--- config.mk ---
export PLATFORM = sky130hd
export DESIGN_NAME = waw_scoreboard
export DESIGN_NICKNAME = d
export VERILOG_FILES = /design/src/rtl/wsb_pkg.sv /design/src/rtl/wsb_hazard.sv /design/src/rtl/wsb_table.sv /design/src/rtl/waw_scoreboard.sv
export SDC_FILE = /design/constraint.sdc
export NUM_CORES = 1
export LEC_CHECK = 0
export BUFFER_PORTS_ARGS = -buffer_cell sky130_fd_sc_hd__buf_4
export CAP_MARGIN = 20
export CORE_MARGIN = 2
export CORE_UTILIZATION = 50
export DETAILED_ROUTE_END_ITERATION = 16
export PLACE_DENSITY = 0.69
export SYNTH_ARGS = -nofsm -noshare
export SYNTH_HDL_FRONTEND = slang
export SYNTH_SLANG_ARGS = --single-unit
--- constraint.sdc ---
create_clock -name clk -period 2.7 [get_ports clk]
set_input_delay 0.27 -clock clk [delete_from_list [all_inputs] [get_ports clk]]
set_output_delay 0.27 -clock clk [all_outputs]
set_load 0.01 [all_outputs]
--- src/rtl/wsb_pkg.sv ---
package wsb_pkg;
  typedef enum logic {
    UNIT_ALU = 1'b0,
    UNIT_DIV = 1'b1
  } unit_e;
endpackage

--- src/rtl/wsb_hazard.sv ---
// Compares the decode instruction against the in-flight write marks.
module wsb_hazard
  import wsb_pkg::*;
#(
  parameter int NREG = 32,
  parameter int AW   = $clog2(NREG)
) (
  input  logic [NREG-1:0] pend,
  input  logic            dec_valid,
  input  logic            dec_wr,
  input  logic [AW-1:0]   dec_dst,
  input  logic            dec_src1_en,
  input  logic [AW-1:0]   dec_src1,
  input  logic            dec_src2_en,
  input  logic [AW-1:0]   dec_src2,
  output logic            stall,
  output logic            set_en
);
  logic dst_nz;
  logic waw_hit;
  logic raw1_hit;
  logic raw2_hit;

  always_comb begin
    dst_nz   = (dec_dst != '0);
    // Destination clash: an older write to the same register is still in flight.
    waw_hit  = dec_wr && pend[dec_dst];
    raw1_hit = dec_src1_en && pend[dec_src1];
    raw2_hit = dec_src2_en && pend[dec_src2];
    stall    = dec_valid && (waw_hit || raw1_hit || raw2_hit);
    set_en   = dec_valid && !stall && dec_wr && dst_nz;
  end
endmodule

--- src/rtl/wsb_table.sv ---
// One in-flight mark and owner record per architectural register.
module wsb_table
  import wsb_pkg::*;
#(
  parameter int NREG = 32,
  parameter int AW   = $clog2(NREG)
) (
  input  logic            clk,
  input  logic            rst_n,
  input  logic            set_en,
  input  logic [AW-1:0]   set_idx,
  input  unit_e           set_unit,
  input  logic            alu_clr_en,
  input  logic [AW-1:0]   alu_clr_idx,
  input  logic            div_clr_en,
  input  logic [AW-1:0]   div_clr_idx,
  output logic [NREG-1:0] pend
);
  // Register 0 is hard-wired and has no storage.
  assign pend[0] = 1'b0;

  for (genvar r = 1; r < NREG; r++) begin : g_reg
    logic  pend_q;
    logic  pend_d;
    unit_e own_q;
    logic  hit_set;
    logic  hit_clr;

    always_comb begin
      hit_set = set_en && (set_idx == AW'(r));
      hit_clr = (alu_clr_en && (alu_clr_idx == AW'(r)) && (own_q == UNIT_ALU))
             || (div_clr_en && (div_clr_idx == AW'(r)) && (own_q == UNIT_DIV));
      // A new issue takes priority over a completion in the same cycle.
      if (hit_set)      pend_d = 1'b1;
      else if (hit_clr) pend_d = 1'b0;
      else              pend_d = pend_q;
    end

    always_ff @(posedge clk or negedge rst_n) begin
      if (!rst_n) pend_q <= 1'b0;
      else        pend_q <= pend_d;
    end

    // The owner record is data: loaded only under its enable, with no reset.
    always_ff @(posedge clk) begin
      if (hit_set) own_q <= set_unit;
    end

    assign pend[r] = pend_q;
  end
endmodule

--- src/rtl/waw_scoreboard.sv ---
module waw_scoreboard
  import wsb_pkg::*;
#(
  parameter int NREG = 32,
  parameter int AW   = $clog2(NREG)
) (
  input  logic          clk,
  input  logic          rst_n,
  input  logic          dec_valid,
  input  logic          dec_unit,
  input  logic          dec_wr,
  input  logic [AW-1:0] dec_dst,
  input  logic          dec_src1_en,
  input  logic [AW-1:0] dec_src1,
  input  logic          dec_src2_en,
  input  logic [AW-1:0] dec_src2,
  input  logic          alu_wb_valid,
  input  logic [AW-1:0] alu_wb_dst,
  input  logic          div_wb_valid,
  input  logic [AW-1:0] div_wb_dst,
  output logic          stall
);
  logic [NREG-1:0] pend_vec;
  logic            set_en;
  unit_e           set_unit;

  assign set_unit = unit_e'(dec_unit);

  wsb_hazard #(.NREG(NREG), .AW(AW)) u_hazard (
    .pend        (pend_vec),
    .dec_valid   (dec_valid),
    .dec_wr      (dec_wr),
    .dec_dst     (dec_dst),
    .dec_src1_en (dec_src1_en),
    .dec_src1    (dec_src1),
    .dec_src2_en (dec_src2_en),
    .dec_src2    (dec_src2),
    .stall       (stall),
    .set_en      (set_en)
  );

  wsb_table #(.NREG(NREG), .AW(AW)) u_table (
    .clk         (clk),
    .rst_n       (rst_n),
    .set_en      (set_en),
    .set_idx     (dec_dst),
    .set_unit    (set_unit),
    .alu_clr_en  (alu_wb_valid),
    .alu_clr_idx (alu_wb_dst),
    .div_clr_en  (div_wb_valid),
    .div_clr_idx (div_wb_dst),
    .pend        (pend_vec)
  );
endmodule

== After elaboration in Yosys (flattened, before gate mapping) ==
Index checks and enable logic that the tools add are counted.

* $lt $le $gt $ge: 3
* Equal/unequal tests: 93
* Muxes and demuxes: 68
* Bitwise operators: 31
* Reductions and logical operators: 228

{| class="wikitable"
|+ Operators with widths
! kind !! number
|-
| == test 5 bit, second input constant || 48
|-
| logical AND 1 bit || 162
|-
| == test 5 x 4 -> 1 bit, second input constant || 24
|-
| 2-to-1 mux 1 bit || 65
|-
| nonzero test 2 bit || 31
|-
| == test 5 x 3 -> 1 bit, second input constant || 12
|-
| logical OR 1 bit || 33
|-
| inverter 1 bit || 31
|-
| == test 5 x 2 -> 1 bit, second input constant || 6
|-
| less-than comparator 5 x 6 -> 1 bit, second input constant || 3
|-
| binary-select mux 1 bit (select 5 bit) || 3
|-
| == test 5 x 1 -> 1 bit, second input constant || 3
|-
| nonzero test 5 bit || 1
|-
| logical NOT 1 bit || 1
|}

* Flip-flop bits (word level): 62
* Input port bits: 34

== Depth between registers and ports, before layout ==
Gate-level depths: netlist (run 1).

* Depth after elaboration: 12
* Mapped depth: 8
* Gate-level depth less buffers: 5

== By module ==
A second synthesis (run 1) with hierarchy kept.

* Cell total of the unflattened synthesis: 339
* Area, all modules: 3947.5 um2

{| class="wikitable"
|+ Modules (own cells, without submodules)
! module !! times used !! cells each !! area each (um2) !! seq. area each (um2)
|-
| wsb_table || 1 || 270 || 3076.7 || 1706.6
|-
| wsb_hazard || 1 || 69 || 870.8 || 0.0
|}

== Worst setup path after synthesis (run 1) ==
No wires, ideal clock.

* Path type: input to register
* From: input port dec_src1[0]
* To: register u_table.g_reg[1].own_q (enable)
* Setup time: 0.326 ns
* Arrival time: 2.112 ns
* Data required time: 2.374 ns
* Setup slack: 0.262 ns
* Stages: 7
* Cell sequence: clkbuf_1 -> mux4_2 -> mux2_2 -> o221ai_2 -> o32ai_2 -> buf_2 -> nor4_1

* Longest elaborated chain between the ends: 11

{| class="wikitable"
|+ RTL lines
! item !! line !! RTL
|-
| from (decl) || waw_scoreboard.sv:14 || <nowiki>input logic [AW-1:0] dec_src1,</nowiki>
|-
| binary-select mux 1 bit (select 5 bit) || wsb_hazard.sv:28 || <nowiki>raw1_hit = dec_src1_en && pend[dec_src1];</nowiki>
|-
| 2-to-1 mux 1 bit (implied by the code) || wsb_hazard.sv:28 ||
|-
| logical AND 1 bit || wsb_hazard.sv:28 ||
|-
| logical OR 1 bit (2 in series) || wsb_hazard.sv:30 || <nowiki>stall = dec_valid && (waw_hit || raw1_hit || raw2_hit);</nowiki>
|-
| logical AND 1 bit || wsb_hazard.sv:30 ||
|-
| logical NOT 1 bit || wsb_hazard.sv:31 || <nowiki>set_en = dec_valid && !stall && dec_wr && dst_nz;</nowiki>
|-
| logical AND 1 bit (3 in series) || wsb_hazard.sv:31 ||
|-
| logical AND 1 bit || wsb_table.sv:30 || <nowiki>hit_set = set_en && (set_idx == AW'(r));</nowiki>
|-
| net u_table.g_reg[1].hit_set || wsb_table.sv:26 || <nowiki>logic hit_set;</nowiki>
|-
| to (signal assigned) || wsb_table.sv:46 || <nowiki>if (hit_set) own_q <= set_unit;</nowiki>
|-
| to (decl) || wsb_table.sv:25 || <nowiki>unit_e own_q;</nowiki>
|}

The timed path passes the listed nets, and every way through them passes these cells. The select of a mux whose other input is x is not followed.
A chain may end at the register's enable or synchronous reset.

== Worst setup path after layout (run 1) ==
* From: register u_table.g_reg[4].pend_q
* To: output port stall

* Longest elaborated chain between the ends: 6
* Elaborated cells on any way between the ends: 12
* Classes of those cells: mux: 6; reduce/logical: 6

{| class="wikitable"
|+ RTL lines
! item !! line !! RTL
|-
| from (decl) || wsb_table.sv:23 || <nowiki>logic pend_q;</nowiki>
|-
| from (signal assigned) || wsb_table.sv:41 || <nowiki>else pend_q <= pend_d;</nowiki>
|-
| binary-select mux 1 bit (select 5 bit), on equally long branches || wsb_hazard.sv:27, wsb_hazard.sv:28 ||
|-
| 2-to-1 mux 1 bit, on equally long branches || wsb_hazard.sv:27, wsb_hazard.sv:28 ||
|-
| logical AND 1 bit, on equally long branches || wsb_hazard.sv:27, wsb_hazard.sv:28 ||
|-
| logical OR 1 bit || wsb_hazard.sv:30 ||
|-
| logical OR 1 bit * || wsb_hazard.sv:30 ||
|-
| logical AND 1 bit * || wsb_hazard.sv:30 ||
|-
| to (decl) || waw_scoreboard.sv:21 || <nowiki>output logic stall</nowiki>
|}

Mark *: on every way between the ends. The rest lies on a longest branch, timed or not. The select of a mux whose other input is x is not followed.

==> results.md, run 1 <==
* Outcome: completed
* Core region area at 8130 µm²
* Nets at 441
* Post-Layout Cell Count at 517
* Worst Hold Class: input pin to flip-flop
* H-tree Lvls at 3
* Num rows at 33
* Final hold vios at 0
* Cell-by-cell trace of the critical path: mux4_2, mux2_2, a221oi_4, o32ai_4, o21a_1, buf_4
* Fmax at 382 MHz
* Synth-to-layout area growth at 15.3%
* Final HPWL DP at 9.07 mm
* Worst Path Arrival at 2.35 ns
* CTS tree: done
* Vias per cell at 6.99
* EDFF count, synth at 31
* Num CTS Buffers at 9
* DRC at 0
* Syn nets at 407
* Peak VDD IR at 295 µV
* Vias in the first global route at 3,367
* Clock latency on the worst-skew pair at 0.34 ns
* Die Y-Extent at 95.3 µm
* Die footprint at 9080 µm²
* Share of layout cells above drive strength 1 at 28.6%
* Post-synth top area share at 22.3%
* DP Cell Count at 496
* Die W at 95.3 µm
* Post-route clock period utilization at 96.9%
* Worst-margin pin slew at 0.860 ns
* Crit path launch type: flip-flop
* Yosys warns at 0
* Skew final at 0.0114 ns
* CTS Buffer Depth at 2
* Final WL at 12.6 mm
* Crit-path max cell delay at 0.47 ns
* Most common cell in the netlist: nand3_1
* Pleak at 1.67 nW
* Sequential area share after synthesis at 40.9%
* Post-synth top cells: nand3_1 (36), nor2_1 (33), dfrtp_1 (31), edfxtp_1 (31), o311ai_0 (31)
* FFs w/ async S/R, synth at 50.0%
* Initial antenna violation count at 0
* RSZ-0062 raised after global routing: false
* Slowest CP cell: mux4_2
* Final min period at 2.62 ns
* Ant diodes at 0
* Post-route ant nets at 0
* Final setup fails at 0
* Worst path buffer plus inverter count at 1
* WP data required at 2.43 ns
* Wire length per cell at 24.4 µm
* Max-slew violations at 0
* RD Place Congestion at 0.892
* Flops & latches, synth at 62
* Delay-heaviest family, CP: multiplexers
* Max Cap Violations at 0
* # IOs at 35
* Root Buffer: clkbuf_8
* Unique masters post-synth at 51
* Port buffer count at 34
* Setup Crit Path Kind: flip-flop to output port
* Worst-path maximum fanout at 4
* Synth top area cells: edfxtp_1 (22%), dfrtp_1 (19%), mux4_2 (9.7%)
* Post-Syn Instances at 373
* GRT Overall Usage at 29.3%
* DR pass1 iterations at 5
* Fillers at 679
* Initial DRC Count at 361
* Synth area leader: edfxtp_1
* Post-Syn Area at 4170 µm²
* Fin util at 59.1%
* Worst-path clk slew at 0.07 ns
* Clock Sinks at 62
* Initial Utilization at 51.3%
* Largest net degree at the start of global routing at 49
* Setup crit end kind: output port
* Slew Limit Headroom at 42.6%
* Via Count at 3,613
* First-pass GRT wire length at 19.6 mm
* TNS Setup at 0 ns
* P per Cell Area at 535 nW/µm²
* Syn_area_per_cell at 11.2 µm²
* Ys flop type: edfxtp_1
* GR Overflow Total at 0
[power by group]
part / leakage [nW] / switching (mW) / total, mW / internal [mW]
Sequential: 0.692 / 0.103 / 1.18 / 1.07
Combinational: 0.880 / 0.329 / 0.639 / 0.310
Clock: 0.0937 / 0.348 / 0.756 / 0.409
Total: 1.67 / 0.779 / 2.57 / 1.79
[flip-flops by register name (all words and copies together) (netlist names)]
register and flops:
u_table.g.pend_q 31, u_table.g.own_q 31
[final timing paths]
| kind | from | endpoint | slack, ns | depth (start not counted) |
|---|---|---|---|---|
| max reg2reg | u_table.g_reg[4].pend_q | u_table.g_reg[25].pend_q | 0.12 | 8 |
| max in group asynchronous | rst_n | u_table.g_reg[3].pend_q | 1.96 | 2 |
| max | u_table.g_reg[4].pend_q | stall | 0.08 | 6 |
| min in group asynchronous | rst_n | u_table.g_reg[25].pend_q | 0.43 | 2 |
| min reg2reg | u_table.g_reg[18].own_q | u_table.g_reg[18].pend_q | 0.57 | 2 |
| min | dec_dst[4] | u_table.g_reg[26].pend_q | 0.32 | 3 |
[logic make-up after synthesis]
group           Yosys count  share of synthesized area [%]
buf+inv                  37                           4.14
simple gates            160                           21.4
mux                      33                           13.5
flops                    62                           40.9
compound gates           81                           20.0
[per-layer routing]
metal	global-route usage, %	share of wire (%)
met1	44.1	44
met2	43.5	44
met3	5.61	9.9
met4	8.09	2.0
met5	0	0
[layout make-up]
cell class / count / area, µm² / share of cell area (%)
Clock inverter: 1 / 5.00 / 0.104
Clock buffer: 15 / 176 / 3.67
Multi-Input combinational cell: 274 / 2330 / 48.4
Sequential cell: 62 / 1710 / 35.5
Timing Repair Buffer: 56 / 448 / 9.32
Inverter: 4 / 15.0 / 0.312
Tap cell: 105 / 131 / 2.73
[layout by cell type, fill, tap and decap left out, types with 6 or more instances in the layout]
master,n
buf_4,53
clkbuf_8,12
dfrtp_1,31
edfxtp_1,31
mux2_2,6
mux2i_1,9
mux4_2,18
nand2_1,16
nand2b_1,14
nand3_1,36
nor2_1,33
nor2b_1,6
nor3_1,6
nor4_1,8
nor4b_1,20
o311ai_0,31
o41ai_1,11
o41ai_2,15
[worst register-to-register path: stages, from the launching register on]
cell	delay (ns)
dfrtp_1	0.43
mux4_2	0.47
mux2_2	0.31
a221oi_4	0.30
o32ai_4	0.16
buf_12	0.16
buf_4	0.14
buf_4	0.15
o41ai_1	0.32
[metrics by stage]
stage	hold WS, ns	setup slack, ns	area [µm²]	power, mW
CTS	0.312	0.0780	4810	2.57
global route	0.350	0.00175	4810	2.67
detailed placement	0.235	0.142	4560	1.80
global placement	0.237	0.190	4560	1.79
floorplan	-0.0256	0.262	4170	1.56
finish	0.322	0.0836	4810	2.57
[timing repair]
| item | in CTS | in global routing |
|---|---|---|
| resized for setup | 1 | 0 |
| setup endpoints to repair | 1 | 0 |
| hold buffers | 1 | 0 |
| setup buffers | 4 | 0 |
| endpoints found under the hold margin | 31 | 0 |
Power figures use the tool's default switching activity.
==> run 2, diff against run 1 <==
Settings changed: CORE_UTILIZATION 50 to 60, PLACE_DENSITY 0.69 to 0.8, SLEW_MARGIN set to 20.
==> results.md, run 2 (synthesized netlist as in run 1, its figures left out) <==
* GRT Overall Usage at 35.5% (+6.1 points)
* Crit-path max cell delay at 0.51 ns (+0.04 ns)
* Initial DRC Count at 640 (+77%)
* Vias in the first global route at 3,708 (+10%)
* First-pass GRT wire length at 20.0 mm (+2.1%)
* Cell-by-cell trace of the critical path: mux2i_1, mux4_2, a211o_1, o211ai_4, buf_6, o21a_1, buf_4
* Min-Delay Startpoint: dec_dst[4]
* Vias per cell at 7.65 (+9.5%)
* WP data required at 2.43 ns (about the same)
* Max-slew violations at 0 (unchanged)
* WHS at 0.328 ns (+0.00602 ns)
* Largest net degree at the start of global routing at 53 (+8.2%)
* # IOs at 35 (unchanged)
* Clock latency on the worst-skew pair at 0.34 ns (about the same)
* Switching Fraction at 28.8% (-1.5 points)
* Worst hold path depth at 3 (unchanged)
* Synth-to-layout area growth at 17.8%
* Commonest non-fill, non-tap cell in the layout: buf_4
* Worst Hold Class: input pin to flip-flop
* Root Buffer: clkbuf_8
* CTS Buffer Depth at 2 (unchanged)
* Die W at 87.4 µm (-8.3%)
* Initial Utilization at 61.7% (+10 points)
* Setup crit end kind: output port
* Hold Path End: u_table.g_reg[22].pend_q
* Worst Path Arrival at 2.37 ns (+0.02 ns)
* Clock power share at 34.8% (+5.4 points)
* Port buffer count at 34 (unchanged)
* Clock Sinks at 62 (unchanged)
* Die Y-Extent at 87.4 µm (-8.3%)
* GR Overflow Total at 0 (unchanged)
* Final setup fails at 0 (unchanged)
* Fmax at 379 MHz (-0.96%)
* Switch Pwr at 0.828 mW (+6.3%)
* Top Registers: u_table.g.own_q (31), u_table.g.pend_q (31)
* Cells on worst reg2reg path at 7 (-1)
* Setup slack after layout at 0.0583 ns (-0.0253 ns)
* FF-to-FF setup slack at 0.11 ns (about the same)
* Worst-margin pin slew at 0.927 ns (+0.0669 ns)
* Slew Limit Headroom at 38.2% (-4.4 points)
* Sequential Power Share at 40.9% (-4.8 points)
* Via Count at 3,804 (+5.3%)
* RD Place Congestion at 0.938 (+5.1%)
* Final HPWL DP at 9.05 mm (-0.21%)
* Skew final at 0.00784 ns (-0.00352 ns)
* Cell-internal power at 2.05 mW (+14%)
* R2r endpoint: u_table.g_reg[11].own_q
* Share of layout cells above drive strength 1 at 30.5% (+1.8 points)
* Worst-path maximum fanout at 4 (unchanged)
* P per Cell Area at 585 nW/µm² (+9.4%)
* TNS Setup at 0 ns (unchanged)
* Delay-heaviest family, CP: compound AO/OA/AOI/OAI gates
* Die footprint at 7630 µm² (-16%)
* Pleak at 1.72 nW (+3.4%)
* Worst path buffer plus inverter count at 2 (+1)
* Final hold vios at 0 (unchanged)
* DRC at 0 (unchanged)
* Wire length per cell at 26.1 µm (+7.1%)
* Max Cap Violations at 0 (unchanged)
* Ant diodes at 0 (unchanged)
* Post-route clock period utilization at 97.8% (+0.94 points)
* Peak VDD IR at 400 µV (+36%)
* Most frequent cells in the layout: buf_4 (56), nand3_1 (36), nor2_1 (32)
* Outcome: completed
* Pre-CTS WS at 0.0933 ns (-0.0491 ns)
* Worst r2r src: u_table.g_reg[25].pend_q
* Slowest CP cell: mux4_2
* Final WL at 13.0 mm (+2.9%)
* Post-route ant nets at 0 (unchanged)
* Initial antenna violation count at 0 (unchanged)
* Setup Crit Path Kind: flip-flop to output port
* Nets at 446 (+1.1%)
* Core region area at 6760 µm² (-17%)
* Worst-path clk slew at 0.07 ns (about the same)
* Crit path launch type: flip-flop
* Comb power frac at 24.3% (-0.6 points)
* DR pass1 iterations at 6 (+1)
* Num rows at 30 (-9.1%)
* H-tree Lvls at 3 (unchanged)
* Num CTS Buffers at 9 (unchanged)
* RSZ-0062 raised after global routing: false
* CTS tree: done
* Final min period at 2.64 ns (+0.0253 ns)
-- run 2: what timing repair did --
action                                  4_1_cts  5_1_grt
endpoints found under the setup margin        1        2
gates cloned                                  0        0
hold buffers                                  1        0
gates resized for setup                       2        4
hold endpoints to repair                     31        0
pin swaps                                     0        3
buffers inserted                              2        6
-- run 2: worst max-delay path by stage --
stage | cells after the start | startpoint | endpoint
5_1_grt | 6 | u_table.g_reg[11].pend_q | stall
3_3_place_gp | 8 | dec_dst[0] | u_table.g_reg[3].own_q
6_report | 7 | u_table.g_reg[23].pend_q | stall
3_5_place_dp | 8 | dec_dst[0] | u_table.g_reg[29].own_q
4_1_cts | 7 | u_table.g_reg[23].pend_q | stall
2_1_floorplan | 7 | dec_src1[0] | u_table.g_reg[1].own_q
-- run 2: layout make-up --
class	instances	area (µm²)
Tap cell	80	100
Inverter	4	15.0
Fill cell	460	1850
Clock buffer	12	145
Clock inverter	4	93.8
Sequential cell	62	1710
Multi-Input combinational cell	274	2350
Timing Repair Buffer	61	502
-- run 2: per-stage QoR --
stage	util, %	power, mW	area [µm²]	cells
CTS	71.7	2.83	4850	491
global placement	67.6	1.80	4570	472
finish	72.7	2.87	4910	497
detailed placement	67.6	1.82	4570	472
floorplan	-	1.56	4170	373
global route	72.7	2.96	4910	497
-- run 2: routing by layer --
layer	global-route usage, %	up-vias	part of all wire (%)
met4	14.7	0	3.2
met5	0	-	0
met1	50.3	1841	39
met2	51.5	293	46
met3	9.86	46	12
li1	-	1624	-
-- run 2: worst reg2reg max path, delay by kind of cell (launching register included) --
family,cells,cell delay (ns)
mux,2,0.77
flops,1,0.46
compound gates,2,0.43
buf+inv,2,0.34
simple gates,1,0.27
-- run 2: power by group through the flow --
stage	sequential (mW)	clock (mW)	combinational [mW]
final	1.18	1.00	0.698
after global routing	1.18	1.04	0.739
after CTS	1.16	1.01	0.658
after detailed placement	1.19	0	0.636
after global placement	1.18	0	0.616
after floorplan	1.14	0	0.419
==> run 3, diff against run 2 <==
Settings changed: GPL_TIMING_DRIVEN set to 0.
==> results.md, run 3 (synthesized netlist as in run 1, its figures left out) <==
* Pwr Total at 2.72 mW (-5.5%)
* Via Count at 3,825 (+0.55%)
* Comb power frac at 24.3% (about the same)
* Final WL at 13.0 mm (+0.22%)
* Fmax at 371 MHz (-2.0%)
* # IOs at 35 (unchanged)
* Pleak at 1.70 nW (-1.1%)
* Worst-margin pin slew at 0.624 ns (-0.302 ns)
* Crit path from: u_table.g_reg[6].pend_q
* Initial Utilization at 61.7% (unchanged)
* Min-Delay Startpoint: dec_unit
* Die W at 87.4 µm (unchanged)
* P per Cell Area at 555 nW/µm² (-5.2%)
* CTS tree: done
* Fin area at 4890 µm² (-0.33%)
* Peak VDD IR at 278 µV (-30%)
* RSZ-0062 raised after global routing: true
* Cell-by-cell trace of the critical path: mux4_2, mux2_4, a221oi_4, o32ai_4, clkbuf_8, o21a_1, buf_6
* Initial antenna violation count at 0 (unchanged)
* GR Overflow Total at 0 (unchanged)
* Worst r2r src: u_table.g_reg[6].pend_q
* Most frequent cells in the layout: nand3_1 (36), buf_4 (33), nor2_1 (33)
* WHS at 0.320 ns (-0.00730 ns)
* CTS Buffer Depth at 2 (unchanged)
* Vias in the first global route at 3,653 (-1.5%)
* Setup slack after layout at 0.00464 ns (-0.0537 ns)
* Fillers at 474 (+3.0%)
* Clock power share at 32.3% (-2.5 points)
* Cell-internal power at 1.89 mW (-7.6%)
* Die Y-Extent at 87.4 µm (unchanged)
* DRC at 0 (unchanged)
* Slew Limit Headroom at 58.3% (+20 points)
* Post-route ant nets at 0 (unchanged)
* Core region area at 6760 µm² (unchanged)
* FF+latch area at 1710 µm² (unchanged)
* Worst-path maximum fanout at 3 (-1)
* Slowest CP cell: mux4_2
* Switching Fraction at 30.4% (+1.6 points)
* WP data required at 2.43 ns (about the same)
* Setup Crit Path Kind: flip-flop to output port
* Final min period at 2.70 ns (+0.0537 ns)
* Max-slew violations at 0 (unchanged)
* Worst Path Arrival at 2.43 ns (+0.06 ns)
* Num CTS Buffers at 9 (unchanged)
* Final setup fails at 0 (unchanged)
* Share of layout cells above drive strength 1 at 32.0% (+1.5 points)
* Worst path buffer plus inverter count at 2 (unchanged)
* Port buffer count at 25 (-26%)
* Outcome: completed
* Final hold vios at 0 (unchanged)
* Synth-to-layout area growth at 17.4%
* Crit-path max cell delay at 0.49 ns (-0.02 ns)
* Post-route clock period utilization at 99.8% (+2.0 points)
* Max Cap Violations at 0 (unchanged)
* Largest net degree at the start of global routing at 32 (-40%)
* Vias per cell at 7.62 (-0.45%)
* Pre-CTS WS at -0.180 ns (-0.273 ns)
* Nets at 451 (+1.1%)
* Clock latency on the worst-skew pair at 0.35 ns (about the same)
* Sequential Power Share at 43.4% (+2.5 points)
* Root Buffer: clkbuf_8
* First-pass GRT wire length at 19.8 mm (-1.1%)
* Final HPWL DP at 9.34 mm (+3.2%)
* Multi-input gate area at 2430 µm² (+3.7%)
* Worst-path clk slew at 0.07 ns (about the same)
* Worst Hold Class: input pin to flip-flop
* Clock Sinks at 62 (unchanged)
* H-tree Lvls at 3 (unchanged)
* Commonest non-fill, non-tap cell in the layout: nand3_1
* Initial DRC Count at 497 (-22%)
* Setup crit end kind: output port
* Delay-heaviest family, CP: multiplexers
* Wire length per cell at 25.9 µm (-0.77%)
* Top Registers: u_table.g.own_q (31), u_table.g.pend_q (31)
* Skew final at 0.00473 ns (-0.00311 ns)
* Num rows at 30 (unchanged)
* Ant diodes at 0 (unchanged)
* Cell Area, Placed at 4460 µm² (-2.4%)
* DR pass1 iterations at 6 (unchanged)
* RD Place Congestion at 0.902 (-3.8%)
* Die footprint at 7630 µm² (unchanged)
* Crit path launch type: flip-flop
* GRT Overall Usage at 35.4% (-0.12 points)
* Switch Pwr at 0.825 mW (-0.32%)
[run 3: cell types whose count changed in the layout (fill, tap and decap cells not counted), moves of 3 or more]
cell / before / now
buf_4: 56 / 33
nor4b_1: 20 / 5
nor4b_2: 0 / 15
buf_2: 0 / 14
clkbuf_1: 2 / 11
clkbuf_2: 0 / 4
buf_12: 3 / 0
[run 3: worst register-to-register path, delay by kind of cell (launching register included)]
kind,cells,cell delay (ns)
AOI/OAI and AO/OA,2,0.34
muxes,1,0.45
DFF,1,0.43
and+or+nand+nor,2,0.57
buffers and inverters,3,0.57
[run 3: path summary, 6_finish.rpt]
| path | endpoint | slack (ns) | cells after the start |
|---|---|---|---|
| hold reg to reg | u_table.g_reg[2].pend_q | 0.60 | 2 |
| hold / removal | u_table.g_reg[5].own_q | 0.32 | 1 |
| setup reg to reg | u_table.g_reg[16].own_q | 0.02 | 8 |
| setup / recovery | stall | 0.005 | 7 |
| min in group asynchronous | u_table.g_reg[24].pend_q | 0.39 | 2 |
| max in group asynchronous | u_table.g_reg[5].pend_q | 1.99 | 2 |
[run 3: through the flow]
| step | TNS [ns] | utilization [%] | cells |
|---|---|---|---|
| 5_1_grt | -0.195 | 72.4 | 502 |
| 4_1_cts | 0 | 70.7 | 502 |
| 3_3_place_gp | -1.37 | 66.0 | 478 |
| 2_1_floorplan | 0 | - | 373 |
| 3_5_place_dp | -3.09 | 66.0 | 478 |
| 6_report | 0 | 72.4 | 502 |
[run 3: final cells by class]
cell class	instances	area share (%)
multi-input cells	274	49.7
flip-flops and latches	62	34.9
repair buffers	33	5.19
plain buffers	33	3.66
clock buffers	11	2.68
well taps	80	2.04
clock inverters	5	1.51
inverters	4	0.307
[run 3: power groups by stage]
| stage | combinational, mW | sequential (mW) | clock (mW) |
|---|---|---|---|
| after floorplan | 0.419 | 1.14 | 0 |
| after global placement | 0.570 | 1.18 | 0 |
| after detailed placement | 0.584 | 1.19 | 0 |
| after CTS | 0.629 | 1.17 | 0.874 |
| after global routing | 0.701 | 1.19 | 0.906 |
| final | 0.660 | 1.18 | 0.877 |
[run 3: layer usage]
| layer | track usage (%) | share of wire (%) | vias to the layer above |
|---|---|---|---|
| met2 | 56.3 | 46 | 302 |
| li1 | - | - | 1633 |
| met4 | 14.4 | 3.3 | 0 |
| met5 | 0 | 0 | - |
| met3 | 6.07 | 11 | 57 |
| met1 | 48.2 | 40 | 1833 |
[run 3: what timing repair did]
item,in CTS,in global routing
endpoints found under the hold margin,31,0
setup buffers,7,0
gates resized for setup,9,27
setup endpoints to repair,1,25
pin swaps,3,2
hold buffers,1,0
